`src/rtl/mbarb_pkg.sv`:
```
package mbarb_pkg;

    localparam int unsigned REQ_NUM  = 4;
    localparam int unsigned CODE_W   = $clog2(REQ_NUM);
    localparam int unsigned PRIO_W   = REQ_NUM * CODE_W;
    localparam int unsigned TIMING_W = 8;
    localparam int unsigned CFG_W    = PRIO_W + TIMING_W;
    localparam int unsigned RANK_W   = $clog2(2 * REQ_NUM);

    typedef struct packed {
        logic [PRIO_W-1:0]   prio;
        logic [TIMING_W-1:0] timing;
    } mem_cfg_t;

    localparam mem_cfg_t CFG_RESET_DEFAULT = '{prio: 8'hE4, timing: 8'hF0};

    typedef enum logic {
        ARB_IDLE  = 1'b0,
        ARB_OWNED = 1'b1
    } arb_state_e;

    typedef struct packed {
        logic              valid;
        logic [CODE_W-1:0] code;
    } arb_pick_t;

    function automatic logic [REQ_NUM-1:0] code_to_onehot(input logic [CODE_W-1:0] code);
        logic [REQ_NUM-1:0] v;
        v = '0;
        v[code] = 1'b1;
        return v;
    endfunction

endpackage

```
`src/rtl/mbarb_cfg_reg.sv`:
```
module mbarb_cfg_reg
    import mbarb_pkg::*;
#(
    parameter mem_cfg_t RESET_VAL = CFG_RESET_DEFAULT
) (
    input  logic            clk,
    input  logic            rst,
    input  logic            wr_en,
    input  logic [CFG_W-1:0] wr_data,
    output mem_cfg_t        cfg
);

    always_ff @(posedge clk) begin
        if (rst) begin
            cfg <= RESET_VAL;
        end else if (wr_en) begin
            cfg <= mem_cfg_t'(wr_data);
        end
    end

endmodule

```
`src/rtl/mbarb_rank_map.sv`:
```
module mbarb_rank_map
    import mbarb_pkg::*;
(
    input  logic [PRIO_W-1:0]              prio,
    output logic [REQ_NUM-1:0][RANK_W-1:0] rank
);

    // Each agent takes the lowest slot index that names it. An agent that no
    // slot names gets REQ_NUM + code, which puts it below every named agent
    // and orders unnamed agents by ascending code.
    for (genvar c = 0; c < REQ_NUM; c++) begin : g_agent
        always_comb begin
            rank[c] = RANK_W'(REQ_NUM + c);
            for (int s = REQ_NUM - 1; s >= 0; s--) begin
                if (prio[s*CODE_W +: CODE_W] == CODE_W'(c)) begin
                    rank[c] = RANK_W'(s);
                end
            end
        end
    end

endmodule

```
`src/rtl/mbarb_pick.sv`:
```
module mbarb_pick
    import mbarb_pkg::*;
(
    input  logic [REQ_NUM-1:0]             req,
    input  logic [REQ_NUM-1:0][RANK_W-1:0] rank,
    output arb_pick_t                      pick
);

    logic [RANK_W-1:0] best;

    always_comb begin
        pick = '0;
        best = '1;
        for (int c = 0; c < REQ_NUM; c++) begin
            if (req[c] && (!pick.valid || rank[c] < best)) begin
                pick.valid = 1'b1;
                pick.code  = CODE_W'(c);
                best       = rank[c];
            end
        end
    end

endmodule

```
`src/rtl/mbus_prio_arbiter.sv`:
```
module mbus_prio_arbiter
    import mbarb_pkg::*;
#(
    parameter mem_cfg_t CFG_RESET_VAL = CFG_RESET_DEFAULT
) (
    input  logic                clk,
    input  logic                rst,
    input  logic [REQ_NUM-1:0]  req,
    input  logic                acc_done,
    input  logic                cfg_wr_en,
    input  logic [CFG_W-1:0]    cfg_wr_data,
    output logic [REQ_NUM-1:0]  grant,
    output logic [TIMING_W-1:0] cfg_timing
);

    mem_cfg_t                       cfg_q;
    logic [REQ_NUM-1:0][RANK_W-1:0] rank;
    arb_pick_t                      pick;
    arb_state_e                     state_q;

    mbarb_cfg_reg #(
        .RESET_VAL (CFG_RESET_VAL)
    ) u_cfg (
        .clk     (clk),
        .rst     (rst),
        .wr_en   (cfg_wr_en),
        .wr_data (cfg_wr_data),
        .cfg     (cfg_q)
    );

    mbarb_rank_map u_rank (
        .prio (cfg_q.prio),
        .rank (rank)
    );

    mbarb_pick u_pick (
        .req  (req),
        .rank (rank),
        .pick (pick)
    );

    always_ff @(posedge clk) begin
        if (rst) begin
            state_q <= ARB_IDLE;
            grant   <= '0;
        end else begin
            unique case (state_q)
                ARB_IDLE: begin
                    if (pick.valid) begin
                        grant   <= code_to_onehot(pick.code);
                        state_q <= ARB_OWNED;
                    end
                end
                ARB_OWNED: begin
                    if (acc_done) begin
                        grant   <= '0;
                        state_q <= ARB_IDLE;
                    end
                end
                default: begin
                    grant   <= '0;
                    state_q <= ARB_IDLE;
                end
            endcase
        end
    end

    assign cfg_timing = cfg_q.timing;

endmodule

```
`config.mk`:
```
export PLATFORM = sky130hd
export DESIGN_NAME = mbus_prio_arbiter
export DESIGN_NICKNAME = d
export VERILOG_FILES = /design/src/rtl/mbarb_pkg.sv /design/src/rtl/mbarb_cfg_reg.sv /design/src/rtl/mbarb_rank_map.sv /design/src/rtl/mbarb_pick.sv /design/src/rtl/mbus_prio_arbiter.sv
export SDC_FILE = /design/constraint.sdc
export NUM_CORES = 1
export LEC_CHECK = 0
export BUFFER_PORTS_ARGS = -buffer_cell sky130_fd_sc_hd__buf_4
export CORE_MARGIN = 2
export CORE_UTILIZATION = 40
export CTS_CLUSTER_SIZE = 20
export DETAILED_ROUTE_END_ITERATION = 10
export GPL_TIMING_DRIVEN = 0
export PLACE_DENSITY_LB_ADDON = 0.2
export SLEW_MARGIN = 40
export SYNTH_ARGS = -nofsm -noshare
export SYNTH_HDL_FRONTEND = slang
export SYNTH_HIERARCHICAL = 1
export SYNTH_SLANG_ARGS = --single-unit
```
`constraint.sdc`:
```
create_clock -name clk -period 5.3 [get_ports clk]
set_input_delay 0.265 -clock clk [delete_from_list [all_inputs] [get_ports clk]]
set_output_delay 0.265 -clock clk [all_outputs]
set_load 0.03 [all_outputs]
```
==> impl_metrics.env, run 1 <==
export IMPL_htreeDepth=1
export IMPL_hold_start="cfg_wr_data[6]"
export IMPL_whs_ns=0.1658
export IMPL_critical_path_class="register to register"
export IMPL_synth_seq_cells=21
export IMPL_grt_pass1_vias=1253
export IMPL_min_path_type="primary input to register"
export IMPL_r2r_slack_ns=0.92
export IMPL_seqPwrFrac_pct=44.7
export IMPL_grt_ovfl_total=0
export IMPL_clkPwrFrac_pct=18.0
export IMPL_pwr_share_comb_pct=37.4
export IMPL_synth_cell_types=52
export IMPL_drv_slew=0
export IMPL_grtUsageTotal_pct=15.94
export IMPL_routed_wl_um=3134
export IMPL_yosysWarnings=6
export IMPL_ir_worst_vdd_mv=0.1279
export IMPL_yosysSeqAreaShare_pct=30.03
export IMPL_rr_startpoint="u_cfg/cfg[11]"
export IMPL_dr_pass1_iters=4
export IMPL_worstPathRequired_ns=5.49
export IMPL_dp_slack_ns=0.9645
export IMPL_tritoncts="done"
export IMPL_skew_ns=0.007338
export IMPL_clk_latency_ns=0.29
export IMPL_post_drt_wl_per_cell_um=13.17
export IMPL_crit_path_start_kind="register"
export IMPL_switching_share_pct=33.52
export IMPL_syn_nets=181
export IMPL_syn_avg_cell_area_um2=9.151
export IMPL_start_util_pct=41.96
export IMPL_cap_violations=0
export IMPL_r2r_end="grant[0]"
export IMPL_worstPathArrival_ns=4.57
export IMPL_postCtsSetupRepairBufs=0
export IMPL_routabilityCongestion=0.7678
export IMPL_cts_max_path_buffers=2
export IMPL_io_pins=36
export IMPL_place_area_um2=1720
export IMPL_async_reset_ff_share_pct=0
export IMPL_fin_util_pct=52.38
export IMPL_vias=1253
export IMPL_switching_power_mw=0.1360
export IMPL_vias_per_cell=5.265
export IMPL_n_antenna_cell=0
export IMPL_post_cts_resized=0
export IMPL_syn2layout_area_growth_pct=24.84
export IMPL_grt_busiest_layer="met2"
export IMPL_ctsHoldBuffers=0
export IMPL_cp_max_fo=7
export IMPL_end_kind="register"
export IMPL_first_iter_violations=47
export IMPL_hold_viol=0
export IMPL_nNetsFinal=221
export IMPL_synthFlopType="dfxtp_1"
export IMPL_gr_usage_met1_pct=18.48
export IMPL_synthesis_instances=153
export IMPL_synth_edf_count=0
export IMPL_r2r_cells=19
export IMPL_cts_inserted_buffers=3
export IMPL_final_common_cell="buf_4"
export IMPL_rsz0062_at_grt="false"
export IMPL_clockRootBuffer="clkbuf_4"
export IMPL_p_per_area_nw_per_um2=232.2
export IMPL_die_h_um=63.16
export IMPL_setup_ws_ns=0.9246
export IMPL_min_period_ns=4.375
export IMPL_grt_max_degree=13
export IMPL_die_area_um2=3989
export IMPL_syn_area_um2=1400
export IMPL_design_area_um2=1748
export IMPL_final_cell_mix="35 x buf_4, 21 x dfxtp_1, 19 x nor2_1"
export IMPL_fmax_mhz=228.5
export IMPL_antenna_found_initial=0
export IMPL_worst_pin_slew_ns=0.7230
export IMPL_outcome="complete, no violations"
export IMPL_p_leak_nw=0.7796
export IMPL_grt_pass1_wl_um=5202
export IMPL_grtUsageMet3_pct=2.857
export IMPL_drc=0
export IMPL_maxSlewHeadroom_pct=51.43
export IMPL_tns_ns=0
export IMPL_dp_hpwl_um=2565
export IMPL_rows=21
export IMPL_crit_end="grant[0]"
export IMPL_crit_start="u_cfg/cfg[11]"
export IMPL_ant_nets=0
export IMPL_drive_gt1_share_pct=32.29
export IMPL_die_w_um=63.16
export IMPL_cts_sinks=21
export IMPL_core_um2=3337
export IMPL_setup_viol=0
export IMPL_clkTransAtPathRegs_ns=0.11
export IMPL_timing_final_crit_share_pct=82.56
export IMPL_use_met2_pct=29.52
export IMPL_internal_power_mw=0.2698
export IMPL_port_buffers=35
## state kept, by name, summed over array words and instances, names as in the netlist
signal     cells
u_cfg/cfg     16
grant          4
state_q        1
## cell type report
class / instances / area (um2)
flip-flops and latches: 21 / 420.4
well taps: 46 / 57.56
inverters: 8 / 30.03
multi-input cells: 120 / 909.6
fillers: 334 / 1589
clock inverters: 1 / 5.005
clock buffers: 3 / 22.52
repair buffers: 35 / 262.8
plain buffers: 4 / 40.04
## how the worst min path moves through the flow
| stage | end | slack [ns] | depth (start not counted) |
|---|---|---|---|
| 2_1_floorplan | u_cfg/cfg[15] | 0.39 | 1 |
| 3_3_place_gp | u_cfg/cfg[5] | 0.47 | 2 |
| 3_5_place_dp | u_cfg/cfg[6] | 0.48 | 2 |
| 4_1_cts | u_cfg/cfg[6] | 0.16 | 2 |
| 5_1_grt | u_cfg/cfg[14] | 0.15 | 2 |
| 6_report | u_cfg/cfg[6] | 0.17 | 2 |
## worst max-delay path, stage by stage, from the launching register on
cell	delay, ns
dfxtp_1	0.46
nand2b_1	0.22
nand2b_4	0.07
a211oi_2	0.37
and2b_2	0.30
nor2_1	0.15
inv_1	0.06
ha_1	0.34
a21oi_1	0.10
a21boi_1	0.15
o21a_1	0.19
a31oi_2	0.23
mux2i_1	0.23
ha_1	0.26
nand2_1	0.08
o2111a_1	0.22
a41oi_1	0.05
o31ai_1	0.45
inv_1	0.11
a32o_1	0.23
## synth_stat cells (2+ instances only)
library cell  instances  area, um2
a211o_1               7      61.31
a21oi_1               6      30.03
nand3_1               5      25.02
nor2_1               19      71.32
inv_1                 6      22.52
a32o_1                4      40.04
and2b_2               6      52.55
nor2b_1               9      56.30
o21a_1                4      30.03
inv_2                 2      7.510
ha_1                  4      50.05
dfxtp_1              21      420.4
nand2b_1              4      25.02
o32ai_1               2      17.52
and3_1                2      12.51
nand2_1               6      22.52
o22ai_1               2      12.51
mux2i_1              10      100.1
## power groups by stage
stage               combinational, mW  sequential, mW  clock, mW
CTS                             0.153           0.181     0.0771
finish                          0.152           0.181     0.0730
global placement                0.147           0.184          0
global route                    0.167           0.183     0.0841
detailed placement              0.152           0.185          0
floorplan                      0.0921           0.198          0
## kinds of logic (layout without fill, tap and decap cells)
group	Yosys count	count (layout)	share of synthesized area, %
adders and majority gates	4	4	3.575
AOI/OAI and AO/OA	43	43	27.53
buffers and inverters	12	51	5.004
DFF	21	21	30.03
and+or+nand+nor	63	63	26.72
muxes	10	10	7.150
## per-stage QoR
stage	power [mW]	std cells
3_3_place_gp	0.3314	234
2_1_floorplan	0.2898	153
4_1_cts	0.4109	238
5_1_grt	0.4347	238
6_report	0.4058	238
3_5_place_dp	0.3366	234
## routing by layer
layer  vias to the layer above  part of all wire, %
met5                         -                    0
met4                         0                 0.67
met3                         2                  3.8
met2                        20                   50
met1                       585                   45
li1                        646                    -
Note: power is estimated with default switching activity, not from simulation.
==> run 2, diff against run 1 <==
Clock period 5.3 ns to 4.25 ns, I/O delays scaled along.
==> impl_metrics.env, run 2 (synthesized netlist as in run 1, its figures left out) <==
export IMPL_die_area_um2=3989
export IMPL_multi_input_area_um2=954.7
export IMPL_tns_ns=0
export IMPL_maxSlewHeadroom_pct=69.63
export IMPL_worstPathRequired_ns=4.44
export IMPL_io_pins=36
export IMPL_skew_ns=0.006948
export IMPL_grt_pass1_wl_um=5326
export IMPL_final_cell_mix="37 x buf_4, 19 x nor2_1, 18 x dfxtp_1"
export IMPL_outcome="complete, no violations"
export IMPL_cap_violations=0
export IMPL_p_total_mw=0.5254
export IMPL_grtUsageMet3_pct=2.857
export IMPL_die_w_um=63.16
export IMPL_dp_hpwl_um=2565
export IMPL_routabilityCongestion=0.7678
export IMPL_cts_max_path_buffers=2
export IMPL_seqCellArea_um2=424.2
export IMPL_hold_viol=0
export IMPL_vias=1289
export IMPL_ir_worst_vdd_mv=0.1593
export IMPL_antenna_found_initial=0
export IMPL_fmax_mhz=253.6
export IMPL_syn2layout_area_growth_pct=29.40
export IMPL_n_antenna_cell=0
export IMPL_ctsHoldBuffers=0
export IMPL_cpMaxStageDelayCell="dfxtp_2"
export IMPL_routed_wl_um=3250
export IMPL_cp_max_fo=7
export IMPL_largest_reg_flops=16
export IMPL_gr_usage_met1_pct=18.59
export IMPL_cts_inserted_buffers=3
export IMPL_use_met2_pct=30.72
export IMPL_regMostFlops="u_cfg/cfg"
export IMPL_dp_slack_ns=-0.08553
export IMPL_timing_final_crit_share_pct=92.79
export IMPL_p_leak_nw=0.7967
export IMPL_clockRootBuffer="clkbuf_4"
export IMPL_drive_gt1_share_pct=37.11
export IMPL_drc=0
export IMPL_ant_nets=0
export IMPL_crit_path_start_kind="register"
export IMPL_dr_pass1_iters=5
export IMPL_end_kind="register"
export IMPL_crit_chain="nor2b_1 -> nand2b_4 -> a211oi_4 -> and2b_2 -> nor2_1 -> inv_1 -> ha_4 -> a21oi_1 -> a21boi_2 -> o21a_1 -> a31oi_4 -> mux2i_1 -> ha_1 -> nand2_1 -> o2111a_1 -> a41oi_1 -> o31ai_2 -> inv_1 -> a32o_1"
export IMPL_r2r_cells=19
export IMPL_die_h_um=63.16
export IMPL_tritoncts="done"
export IMPL_critical_path_class="register to register"
export IMPL_fillers=322
export IMPL_top_regs="u_cfg/cfg (16), grant (4), state_q (1)"
export IMPL_grt_pass1_vias=1280
export IMPL_core_um2=3337
export IMPL_stdcell_count=240
export IMPL_rows=21
export IMPL_final_common_cell="buf_4"
export IMPL_grt_busiest_layer="met2"
export IMPL_cts_sinks=21
export IMPL_slowest_delay_ns=0.38
export IMPL_post_drt_wl_per_cell_um=13.54
export IMPL_dpl_cell_count=234
export IMPL_clk_latency_ns=0.29
export IMPL_htreeDepth=1
export IMPL_min_period_ns=3.944
export IMPL_setup_viol=0
export IMPL_worstPathArrival_ns=4.14
export IMPL_clkTransAtPathRegs_ns=0.11
export IMPL_min_path_type="primary input to register"
export IMPL_crit_top_cell="inv_1"
export IMPL_start_util_pct=41.96
export IMPL_grt_ovfl_total=0
export IMPL_port_buffers=35
export IMPL_nNetsFinal=223
export IMPL_setup_ws_ns=0.3063
export IMPL_holdPathStages=2
export IMPL_rsz0062_at_grt="false"
export IMPL_drv_slew=0
export IMPL_first_iter_violations=61
export IMPL_grt_max_degree=13
export IMPL_grtUsageTotal_pct=16.32
export IMPL_worst_pin_slew_ns=0.4530
export IMPL_p_per_area_nw_per_um2=290.0
export IMPL_vias_per_cell=5.371
run 2: changes by cell type in the layout (fill, tap and decap cells not counted), moves of 2 or more:
cell     change
buf_4        +2
dfxtp_1      -3
ha_1         -2
dfxtp_2      +3
run 2: path summary, 6_finish.rpt:
path                  start  slack, ns           end
max            u_cfg/cfg[8]       0.31      grant[0]
min          cfg_wr_data[6]       0.11  u_cfg/cfg[6]
max reg2reg    u_cfg/cfg[8]       0.31      grant[0]
min reg2reg    u_cfg/cfg[1]       0.51  u_cfg/cfg[1]
run 2: timing repair:
action | CTS | global route
gates resized for setup | 2 | 8
endpoints found under the setup margin | 2 | 4
pin swaps | 0 | 3
cloned | 0 | 0
setup buffers | 0 | 2
run 2: cell type report:
| class | instances | share of cell area (%) |
|---|---|---|
| Multi-Input combinational cell | 120 | 52.69 |
| Sequential cell | 21 | 23.41 |
| Timing Repair Buffer | 37 | 15.33 |
| Tap cell | 46 | 3.177 |
| Buffer | 4 | 2.210 |
| Inverter | 8 | 1.657 |
| Clock buffer | 3 | 1.243 |
| Clock inverter | 1 | 0.2762 |
run 2: worst max-delay path, delay by kind of cell, from the launching register on:
kind | cells | cell delay, ns
buffers and inverters | 2 | 0.18
adders and majority gates | 2 | 0.56
muxes | 1 | 0.22
DFF | 1 | 0.38
and+or+nand+nor | 5 | 0.82
AOI/OAI and AO/OA | 9 | 1.68
run 2: stage by stage:
| step | hold WS (ns) | utilization, % | cell area [um2] |
|---|---|---|---|
| 3_5_place_dp | 0.4230 | 51.56 | 1720 |
| 4_1_cts | 0.1059 | 52.76 | 1760 |
| 3_3_place_gp | 0.4198 | 51.56 | 1720 |
| 2_1_floorplan | 0.3348 | - | 1400 |
| 5_1_grt | 0.09418 | 54.29 | 1812 |
| 6_report | 0.1140 | 54.29 | 1812 |
run 2: routing by layer:
layer | part of all wire [%] | vias up
met5 | 0 | -
met4 | 0.65 | 0
met3 | 4.0 | 2
met2 | 51 | 26
met1 | 44 | 613
li1 | - | 648
run 2: where the power goes:
| part | switching (mW) | internal, mW | leakage, nW |
|---|---|---|---|
| logic | 0.107 | 0.101 | 0.604 |
| registers | 0.0142 | 0.213 | 0.175 |
| clock network | 0.0558 | 0.0350 | 0.0177 |
==> run 3, diff against run 2 <==
Settings changed: ABC_AREA from default to 1, GPL_TIMING_DRIVEN 0 to default.
==> impl_metrics.env, run 3 <==
export IMPL_clkTransAtPathRegs_ns=0.12
export IMPL_clockRootBuffer="clkbuf_4"
export IMPL_hold_viol=0
export IMPL_synth_seq_cells=21
export IMPL_first_iter_violations=79
export IMPL_stdcell_count=299
export IMPL_yosysSeqAreaShare_pct=30.91
export IMPL_nNetsFinal=282
export IMPL_synthFlopType="dfxtp_1"
export IMPL_syn2layout_area_growth_pct=21.71
export IMPL_min_period_ns=3.266
export IMPL_syn_nets=246
export IMPL_tns_ns=0
export IMPL_cap_violations=0
export IMPL_crit_top_cell="nand2_1"
export IMPL_synth_top_family_by_area="simple AND/OR/NAND/NOR gates"
export IMPL_synth_cell_types=24
export IMPL_critical_path_class="register to register"
export IMPL_yosysTopAreaCell="dfxtp_1"
export IMPL_vias_per_cell=4.365
export IMPL_async_reset_ff_share_pct=0
export IMPL_synth_xor_area_share_pct=0
export IMPL_yosys_top_cells_area="dfxtp_1 31%, nand2_1 17%, inv_1 9.4%"
export IMPL_die_w_um=62.31
export IMPL_dp_hpwl_um=2024
export IMPL_top_regs="u_cfg/cfg (16), grant (4), state_q (1)"
export IMPL_outcome="complete, no violations"
export IMPL_dpl_cell_count=295
export IMPL_htreeDepth=1
export IMPL_cts_sinks=21
export IMPL_maxSlewHeadroom_pct=82.65
export IMPL_final_cell_mix="63 x nand2_1, 35 x buf_4, 34 x inv_1"
export IMPL_slowest_delay_ns=0.41
export IMPL_worst_pin_slew_ns=0.2603
export IMPL_antenna_found_initial=0
export IMPL_die_h_um=62.31
export IMPL_post_drt_wl_per_cell_um=8.572
export IMPL_cts_max_path_buffers=2
export IMPL_grt_max_degree=26
export IMPL_synth_most_common_cell="nand2_1"
export IMPL_n_antenna_cell=0
export IMPL_skew_ns=0.007098
export IMPL_whs_ns=0.1154
export IMPL_timing_final_crit_share_pct=76.85
export IMPL_fin_util_pct=50.00
export IMPL_holdPathStages=3
export IMPL_dr_pass1_iters=4
export IMPL_rows=21
export IMPL_setup_viol=0
export IMPL_drive_gt1_share_pct=23.72
export IMPL_grt_pass1_wl_um=4540
export IMPL_port_buffers=35
export IMPL_drc=0
export IMPL_setup_ws_ns=0.9837
export IMPL_synthesis_instances=218
export IMPL_cts_inserted_buffers=3
export IMPL_postCtsSetupRepairBufs=0
export IMPL_crit_path_start_kind="register"
export IMPL_regMostFlops="u_cfg/cfg"
export IMPL_cp_max_fo=7
export IMPL_synthAdderAreaFrac_pct=3.680
export IMPL_min_path_type="primary input to register"
export IMPL_design_area_um2=1655
export IMPL_synth_compound_area_share_pct=8.648
export IMPL_ir_worst_vdd_mv=0.1439
export IMPL_largest_reg_flops=16
export IMPL_routed_wl_um=2563
export IMPL_post_cts_resized=0
export IMPL_final_common_cell="nand2_1"
export IMPL_rsz0062_at_grt="false"
export IMPL_start_util_pct=41.08
export IMPL_yosysWarnings=6
export IMPL_grtUsageTotal_pct=13.95
export IMPL_ctsHoldBuffers=0
export IMPL_routabilityCongestion=0.8463
export IMPL_fmax_mhz=306.2
export IMPL_p_per_area_nw_per_um2=300.6
export IMPL_synthMuxAreaShare_pct=0
export IMPL_die_area_um2=3883
export IMPL_grt_pass1_vias=1117
export IMPL_tritoncts="done"
export IMPL_end_kind="register"
export IMPL_vias=1305
export IMPL_syn_area_um2=1360
export IMPL_p_total_mw=0.4977
export IMPL_grt_ovfl_total=0
export IMPL_io_pins=36
export IMPL_r2r_cells=29
export IMPL_synth_commonest_cells="63 x nand2_1, 34 x inv_1, 27 x nor2_1"
export IMPL_synth_simple_area_share_pct=42.04
export IMPL_yosys_area_top_type_share_pct=30.91
export IMPL_place_area_um2=1628
export IMPL_syn_avg_cell_area_um2=6.239
export IMPL_ant_nets=0
export IMPL_core_um2=3311
export IMPL_drv_slew=0
export IMPL_synth_edf_count=0
export IMPL_cpMaxStageDelayCell="dfxtp_1"
export IMPL_worstPathRequired_ns=4.49
export IMPL_clk_latency_ns=0.30
export IMPL_p_leak_nw=0.9137
export IMPL_worstPathArrival_ns=3.51
export IMPL_dp_slack_ns=1.016
-- run 3: cell count changes after synthesis, moves of 6 or more --
cell / change
nor2b_1: -9
inv_1: +28
nand2_1: +57
a211o_1: -7
nand3_1: +16
nand2_2: +8
and2b_2: -6
nor2_1: +8
mux2i_1: -10
-- run 3: cell families after synthesis --
kind of cell / count (synthesis)
compound gates: 21
fa+ha+maj: 4
buf+inv: 42
flops: 21
simple gates: 130
-- run 3: power by group --
| part | total, mW | switching, mW | internal [mW] | leakage (nW) |
|---|---|---|---|---|
| Clock | 0.0948 | 0.0597 | 0.0350 | 0.0177 |
| Combinational | 0.177 | 0.105 | 0.0723 | 0.722 |
| Sequential | 0.226 | 0.0129 | 0.213 | 0.174 |
| Total | 0.498 | 0.178 | 0.320 | 0.914 |
-- run 3: layer usage --
metal	GRT usage (%)	up-vias	share of wire, %
met5	0	-	0
met4	5.000	0	0.66
met3	2.355	2	4.2
met2	21.47	25	42
met1	19.69	537	53
li1	-	741	-
-- run 3: area by class of cell --
cell class / instances / area [um2]
Fill cell: 366 / 1655
Multi-Input combinational cell: 155 / 739.5
Sequential cell: 21 / 420.4
Timing Repair Buffer: 35 / 262.8
Inverter: 38 / 147.6
Tap cell: 46 / 57.56
Clock buffer: 3 / 22.52
Clock inverter: 1 / 5.005
-- run 3: worst paths after layout --
check,endpoint,start,slack [ns]
worst min register to register,u_cfg/cfg[6],u_cfg/cfg[6],0.47
worst max register to register,grant[3],u_cfg/cfg[11],0.98
worst min-delay path,u_cfg/cfg[13],cfg_wr_data[13],0.12
worst max-delay path,grant[3],u_cfg/cfg[11],0.98
-- run 3: worst max-delay path, delay by kind of cell (launching register included) --
| family | cells | cell delay, ns |
|---|---|---|
| AOI/OAI and AO/OA | 5 | 0.55 |
| adders and majority gates | 2 | 0.56 |
| buffers and inverters | 3 | 0.17 |
| DFF | 1 | 0.41 |
| and+or+nand+nor | 19 | 1.50 |
